--- src/rtl/burst_addr_seq.sv ---
module burst_addr_seq #(
  parameter int AW = 15
) (
  input  logic          clk,
  input  logic          rst_n,
  input  logic [AW-1:0] addr_in,
  input  logic [2:0]    ce_in,
  input  logic          strobe_p,
  input  logic          strobe_c,
  input  logic          adv,
  input  logic          mode,
  output logic [AW-1:0] addr_out,
  output logic          selected,
  output logic [1:0]    beat
);

  logic [AW-3:0] base_q;
  logic [1:0]    start_q;
  logic [1:0]    cnt_q;
  logic          sel_q;
  logic [1:0]    low;
  logic          load;

  assign load = strobe_p | strobe_c;

  always_ff @(posedge clk) begin
    if (!rst_n) begin
      base_q  <= '0;
      start_q <= '0;
      cnt_q   <= '0;
      sel_q   <= 1'b0;
    end else if (load) begin
      base_q  <= addr_in[AW-1:2];
      start_q <= addr_in[1:0];
      cnt_q   <= '0;
      sel_q   <= &ce_in;
    end else if (sel_q && adv) begin
      cnt_q   <= cnt_q + 2'd1;
    end
  end

  assign low      = mode ? (start_q ^ cnt_q) : (start_q + cnt_q);
  assign addr_out = {base_q, low};
  assign selected = sel_q;
  assign beat     = cnt_q;

  assert_load_addr_R1: assert property (@(posedge clk) disable iff (!rst_n)
    load |=> (addr_out == $past(addr_in)) && (beat == 2'd0));

  assert_select_capture_R2: assert property (@(posedge clk) disable iff (!rst_n)
    load |=> selected == ($past(ce_in) == 3'b111));

  assert_select_hold_R2: assert property (@(posedge clk) disable iff (!rst_n)
    !load |=> $stable(selected));

  assert_upper_stable_R4: assert property (@(posedge clk) disable iff (!rst_n)
    !load |=> $stable(addr_out[AW-1:2]));

  assert_advance_step_R5: assert property (@(posedge clk) disable iff (!rst_n)
    (!load && adv && selected) |=> beat == $past(beat) + 2'd1);

  assert_stall_hold_R5: assert property (@(posedge clk) disable iff (!rst_n)
    (!load && !adv) |=> $stable(beat));

  assert_deselect_ignore_R6: assert property (@(posedge clk) disable iff (!rst_n)
    (!load && !selected) |=> $stable(beat));

endmodule

--- config.mk ---
export PLATFORM = sky130hd
export DESIGN_NAME = burst_addr_seq
export DESIGN_NICKNAME = d
export VERILOG_FILES = /design/src/rtl/burst_addr_seq.sv
export SDC_FILE = /design/constraint.sdc
export NUM_CORES = 1
export LEC_CHECK = 0
export BUFFER_PORTS_ARGS = -buffer_cell sky130_fd_sc_hd__buf_2
export CORE_UTILIZATION = 40
export CTS_CLUSTER_DIAMETER = 60
export DETAILED_ROUTE_END_ITERATION = 16
export GPL_TIMING_DRIVEN = 0
export PLACE_DENSITY = 0.76
export RECOVER_POWER = 25
export REMOVE_ABC_BUFFERS = 1
export SYNTH_ARGS = -nofsm -noshare
export SYNTH_HDL_FRONTEND = slang
export SYNTH_SLANG_ARGS = --single-unit
--- constraint.sdc ---
create_clock -name clk -period 2 [get_ports clk]
set_input_delay 0.4 -clock clk [delete_from_list [all_inputs] [get_ports clk]]
set_output_delay 0.4 -clock clk [all_outputs]
set_load 0.005 [all_outputs]
# After elaboration in Yosys (flattened, before gate mapping)
# Cells that the tools add are included.
# Widths: inputs -> output; s select.
# word_totals
rom_bits,0
mem_bits_rw,0
memories,0
out_inout_bits,18
latchBits,0
in_bits,24
register_bits,18
# classes
multipliers,0
magnitude_cmp,0
bitwise,3
reduce_logical,3
addsub,2
div_mod_pow,0
eq_ne,0
n_shift,0
n_mux,1
# op_table
cell,count
$reduce_and 3->1,1
$add 2x1->2 const B,1
$add 2x2->2,1
$mux 2,1
$reduce_or 2->1,1
$xor 2x2->2,1
$logic_and 1x1->1,1
$not 1->1,1
$or 1x1->1,1

# Depth between registers and ports, before layout
# depth
ltp_word,2
ltp_mapped,3

# Worst setup path after synthesis
# No wires, ideal clock.
# synth_timing
kind,reg-to-output
start,register cnt_q[0] (netlist: beat[0])
end,output port addr_out[1]
path_slack_ns,0.808
t_arrival_ns,0.792
stages_incl_launch_ff,4
cell_sequence,dfxtp_1 ha_1 nor2b_1 xnor2_1
# synth_via
elab_chain_cells,2
# synth_lines
element,line_no,source
from (decl),19,logic [1:0] cnt_q;
from (signal assigned),38,cnt_q <= cnt_q + 2'd1;
$add 2x2->2,42,assign low = mode ? (start_q ^ cnt_q) : (start_q + cnt_q);
$mux 2,42,
to (decl),12,"output logic [AW-1:0] addr_out,"
# Every way passes these cells.

# Worst setup path in the final report
# Ends and elaborated chain as after synthesis.

==> report_table.html <==
<table>
<tr><th>Metric</th><th>Value</th></tr>
<tr><th colspan="2">Outcome</th></tr>
<tr><td>Outcome</td><td>complete, no violations</td></tr>
<tr><th colspan="2">Yosys</th></tr>
<tr><td>Synth warnings</td><td>0</td></tr>
<tr><td>Count of distinct cell types in the synthesized netlist</td><td>17</td></tr>
<tr><td>Synthesized flop and latch total</td><td>18</td></tr>
<tr><td>Gate count of the mapped netlist</td><td>50</td></tr>
<tr><td>Sequential cell area fraction in the yosys report</td><td>53.5%</td></tr>
<tr><td>FFs w/ async S/R, synth</td><td>0%</td></tr>
<tr><td>Post-synth design cell area</td><td>around 670 um^2</td></tr>
<tr><td>Mean Syn Cell Area</td><td>about 13 um^2</td></tr>
<tr><td>Number of enable-type register cells in the synthesized netlist</td><td>0</td></tr>
<tr><td>Top FF cell, synth</td><td>dfxtp_1</td></tr>
<tr><th colspan="2">STA</th></tr>
<tr><td>Worst-case headroom to the max-slew limit</td><td>a little under two fifths</td></tr>
<tr><td>Number of pins exceeding their max-slew limit in the final report</td><td>0</td></tr>
<tr><td>Transition time at the pin with the least slew margin</td><td>just over 900 ps</td></tr>
<tr><td>Minimum clock period after layout</td><td>1600 ps</td></tr>
<tr><td>Final number of setup-violating endpoints</td><td>0</td></tr>
<tr><td>Setup Total Neg Slack</td><td>0 ps</td></tr>
<tr><td>Portion of the clock cycle consumed by the worst path in the final layout</td><td>between 70% and 80%</td></tr>
<tr><td>Setup repair after global routing missed its margin</td><td>no</td></tr>
<tr><td>Final worst slack</td><td>roughly 400 ps</td></tr>
<tr><td>Max Fclk</td><td>approximately 630 MHz</td></tr>
<tr><td>Maximum clock skew at final layout</td><td>3.07 ps</td></tr>
<tr><td>Number of hold violations in the final report</td><td>0</td></tr>
<tr><th colspan="2">Clock tree</th></tr>
<tr><td>Clock latency at the later pin of the worst-skew pair</td><td>approximately 280 ps</td></tr>
<tr><td>Clock tree from TritonCTS</td><td>yes</td></tr>
<tr><td>TritonCTS Buffers</td><td>3</td></tr>
<tr><td>Total setup buffers inserted after CTS</td><td>0</td></tr>
<tr><td>Clock tree sinks</td><td>18</td></tr>
<tr><td>Maximum level of the CTS H-tree</td><td>1</td></tr>
<tr><td>Hold bufs inserted after CTS</td><td>0</td></tr>
<tr><td>CTS-repair resized insts</td><td>0</td></tr>
<tr><td>Clock transition at the registers of the reported paths</td><td>roughly 100 ps</td></tr>
<tr><td>Maximum count of clock buffers along a single path</td><td>2</td></tr>
<tr><td>Clock Tree Root</td><td>clkbuf_4</td></tr>
<tr><th colspan="2">Routing</th></tr>
<tr><td>Vias</td><td>539</td></tr>
<tr><td>Avg WL per Cell</td><td>roughly 11 um</td></tr>
<tr><td>Post-route DRC violation count</td><td>0</td></tr>
<tr><td>Number of search-and-repair iterations in the first detailed-routing pass</td><td>4</td></tr>
<tr><td>Average vias per placed instance</td><td>around 4.9</td></tr>
<tr><td>Post-Route WL</td><td>between 1000 and 1500 um</td></tr>
<tr><td>Number of nets with antenna violations after detailed routing</td><td>0</td></tr>
<tr><td>Initial detailed-routing violation count</td><td>6</td></tr>
<tr><th colspan="2">Floorplan</th></tr>
<tr><td>Site row count</td><td>14</td></tr>
<tr><td>Die H</td><td>43.0 um</td></tr>
<tr><td>Starting density of the core</td><td>between 40% and 50%</td></tr>
<tr><td>Core footprint</td><td>between 0.0015 and 0.002 mm^2</td></tr>
<tr><td>Die X-Extent</td><td>43.0 um</td></tr>
<tr><td>Die Area</td><td>about 0.0019 mm^2</td></tr>
<tr><td>Io pins</td><td>42</td></tr>
<tr><th colspan="2">Final layout</th></tr>
<tr><td>Antenna Diode Count</td><td>0</td></tr>
<tr><td>Net count of the finished layout</td><td>approximately 120</td></tr>
<tr><td>FILL cells</td><td>141</td></tr>
<tr><td>Synth-to-Final Area Change</td><td>34.4%</td></tr>
<tr><td>Layout cell share with drive strength beyond 1</td><td>62.4%</td></tr>
<tr><th colspan="2">Worst setup path</th></tr>
<tr><td>Req. time, crit path</td><td>around 1600 ps</td></tr>
<tr><td>Critical path peak fanout</td><td>5</td></tr>
<tr><td>Crit. End Element</td><td>output pin</td></tr>
<tr><td>CP startpoint kind</td><td>register</td></tr>
<tr><td>Data arrival at the endpoint of the critical path</td><td>around 1200 ps</td></tr>
<tr><td>Worst setup path class</td><td>reg2out</td></tr>
<tr><th colspan="2">GRT</th></tr>
<tr><td>Top Usage Layer GRT</td><td>met1</td></tr>
<tr><td>Wire length of the first global-routing pass</td><td>roughly 2000 um</td></tr>
<tr><td>All-layer global routing usage</td><td>between 10% and 20%</td></tr>
<tr><td>Maximum number of pins on one net before global-route repair</td><td>18</td></tr>
<tr><td>Initial antenna violation count</td><td>0</td></tr>
<tr><td>Met2 Use GR</td><td>roughly a fifth</td></tr>
<tr><td>Routing usage on met1</td><td>a little over a fifth</td></tr>
<tr><td>Vias in the first global route</td><td>between 400 and 500</td></tr>
<tr><td>Met3 track utilization from global routing</td><td>between 2 and 3%</td></tr>
<tr><td>Aggregate global routing overflow</td><td>0</td></tr>
<tr><th colspan="2">Power and ir drop</th></tr>
<tr><td>Static leakage power</td><td>between 0.0004 and 0.0005 uW</td></tr>
<tr><td>Power per cell area</td><td>around 760 mW/mm^2</td></tr>
<tr><td>Highest ir drop seen on vdd</td><td>approximately 0.38 mV</td></tr>
<tr><th colspan="2">Place</th></tr>
<tr><td>Last weighted congestion value of the routability-driven placer</td><td>0.711</td></tr>
<tr><td>Dpl hpwl</td><td>around 900 um</td></tr>
<tr><td>Pre-CTS setup slack</td><td>553 ps</td></tr>
<tr><td>Number of input and output port buffers inserted</td><td>slightly above 40</td></tr>
<tr><th colspan="2">Worst hold path</th></tr>
<tr><td>Path type of the worst min-delay path</td><td>in2reg</td></tr>
<tr><th colspan="2">Run</th></tr>
<tr><td>Max Cap Violations</td><td>0</td></tr>
</table>
-- per-stage QoR --
stage	area, um^2	hold WS, ps	std cells	total power (uW)	util, %
after floorplan	651	452	48	435	-
after global placement	876	452	105	483	56.8
after detailed placement	876	456	105	485	56.8
after CTS	912	319	109	699	59.2
after global routing	905	315	109	723	58.7
final	905	330	109	686	58.7
-- worst max-delay path: stages, from the launching register on --
cell and delay [ps]:
dfxtp_1 380, ha_1 150, nor2b_1 150, xnor2_1 120
buf_2 120
-- where the power goes --
| group | total [uW] | internal [uW] | leakage, uW | switching, uW |
|---|---|---|---|---|
| clock network | 212 | 111 | 0.0000210 | 101 |
| logic | 84.9 | 52.2 | 0.000284 | 32.6 |
| registers | 389 | 379 | 0.000149 | 10.7 |
-- cell type report --
class | instances | area (um^2) | area share, %
Multi-Input combinational cell | 30 | 284 | 31.4
Clock buffer | 4 | 36.3 | 4.01
Sequential cell | 18 | 360 | 39.8
Timing Repair Buffer | 41 | 204 | 22.5
Tap cell | 16 | 20.0 | 2.21
-- flip-flops by register name, indices dropped and copies added (netlist names) --
name	count
beat	2
start_q	2
selected	1
base_q	13
-- cell families after synthesis --
| family | count (synthesis) | synth area share [%] |
|---|---|---|
| compound gates | 19 | 27.1 |
| simple gates | 7 | 9.85 |
| buf+inv | 2 | 3.35 |
| mux | 1 | 1.67 |
| xor+xnor | 2 | 2.60 |
| flops | 18 | 53.5 |
| fa+ha+maj | 1 | 1.86 |
-- metal layers --
layer / share of wire (%) / vias to the layer above / routed length, um
li1: - / 280 / -
met1: 50 / 230 / 597
met2: 41 / 29 / 496
met3: 8.8 / 0 / 106
met4: 0 / 0 / 0
met5: 0 / - / 0
-- path summary, 6_finish.rpt --
check                           startpoint          end  slack, ps  cells after the start
worst max-delay path               beat[0]  addr_out[1]        400                      4
worst min-delay path            addr_in[8]    base_q[6]        330                      2
worst max register to register     beat[1]      beat[1]       1050                      2
worst min register to register   base_q[4]    base_q[4]        480                      1
-- cell usage in the layout, fill, tap and decap left out, types with 2 or more instances in the layout --
master	synthesis	routed
xnor2_1	2	2
dfxtp_1	18	18
clkbuf_4	0	3
a22o_2	10	10
buf_2	0	40
a22o_1	6	6
-- Yosys cell counts, types with 2 or more instances --
| cell type | count | area [um^2] |
|---|---|---|
| a22o_2 | 10 | 100 |
| xnor2_1 | 2 | 17.5 |
| buf_6 | 2 | 22.5 |
| a22o_1 | 6 | 52.6 |
| dfxtp_1 | 18 | 360 |
(Power assumes the default switching activity.)
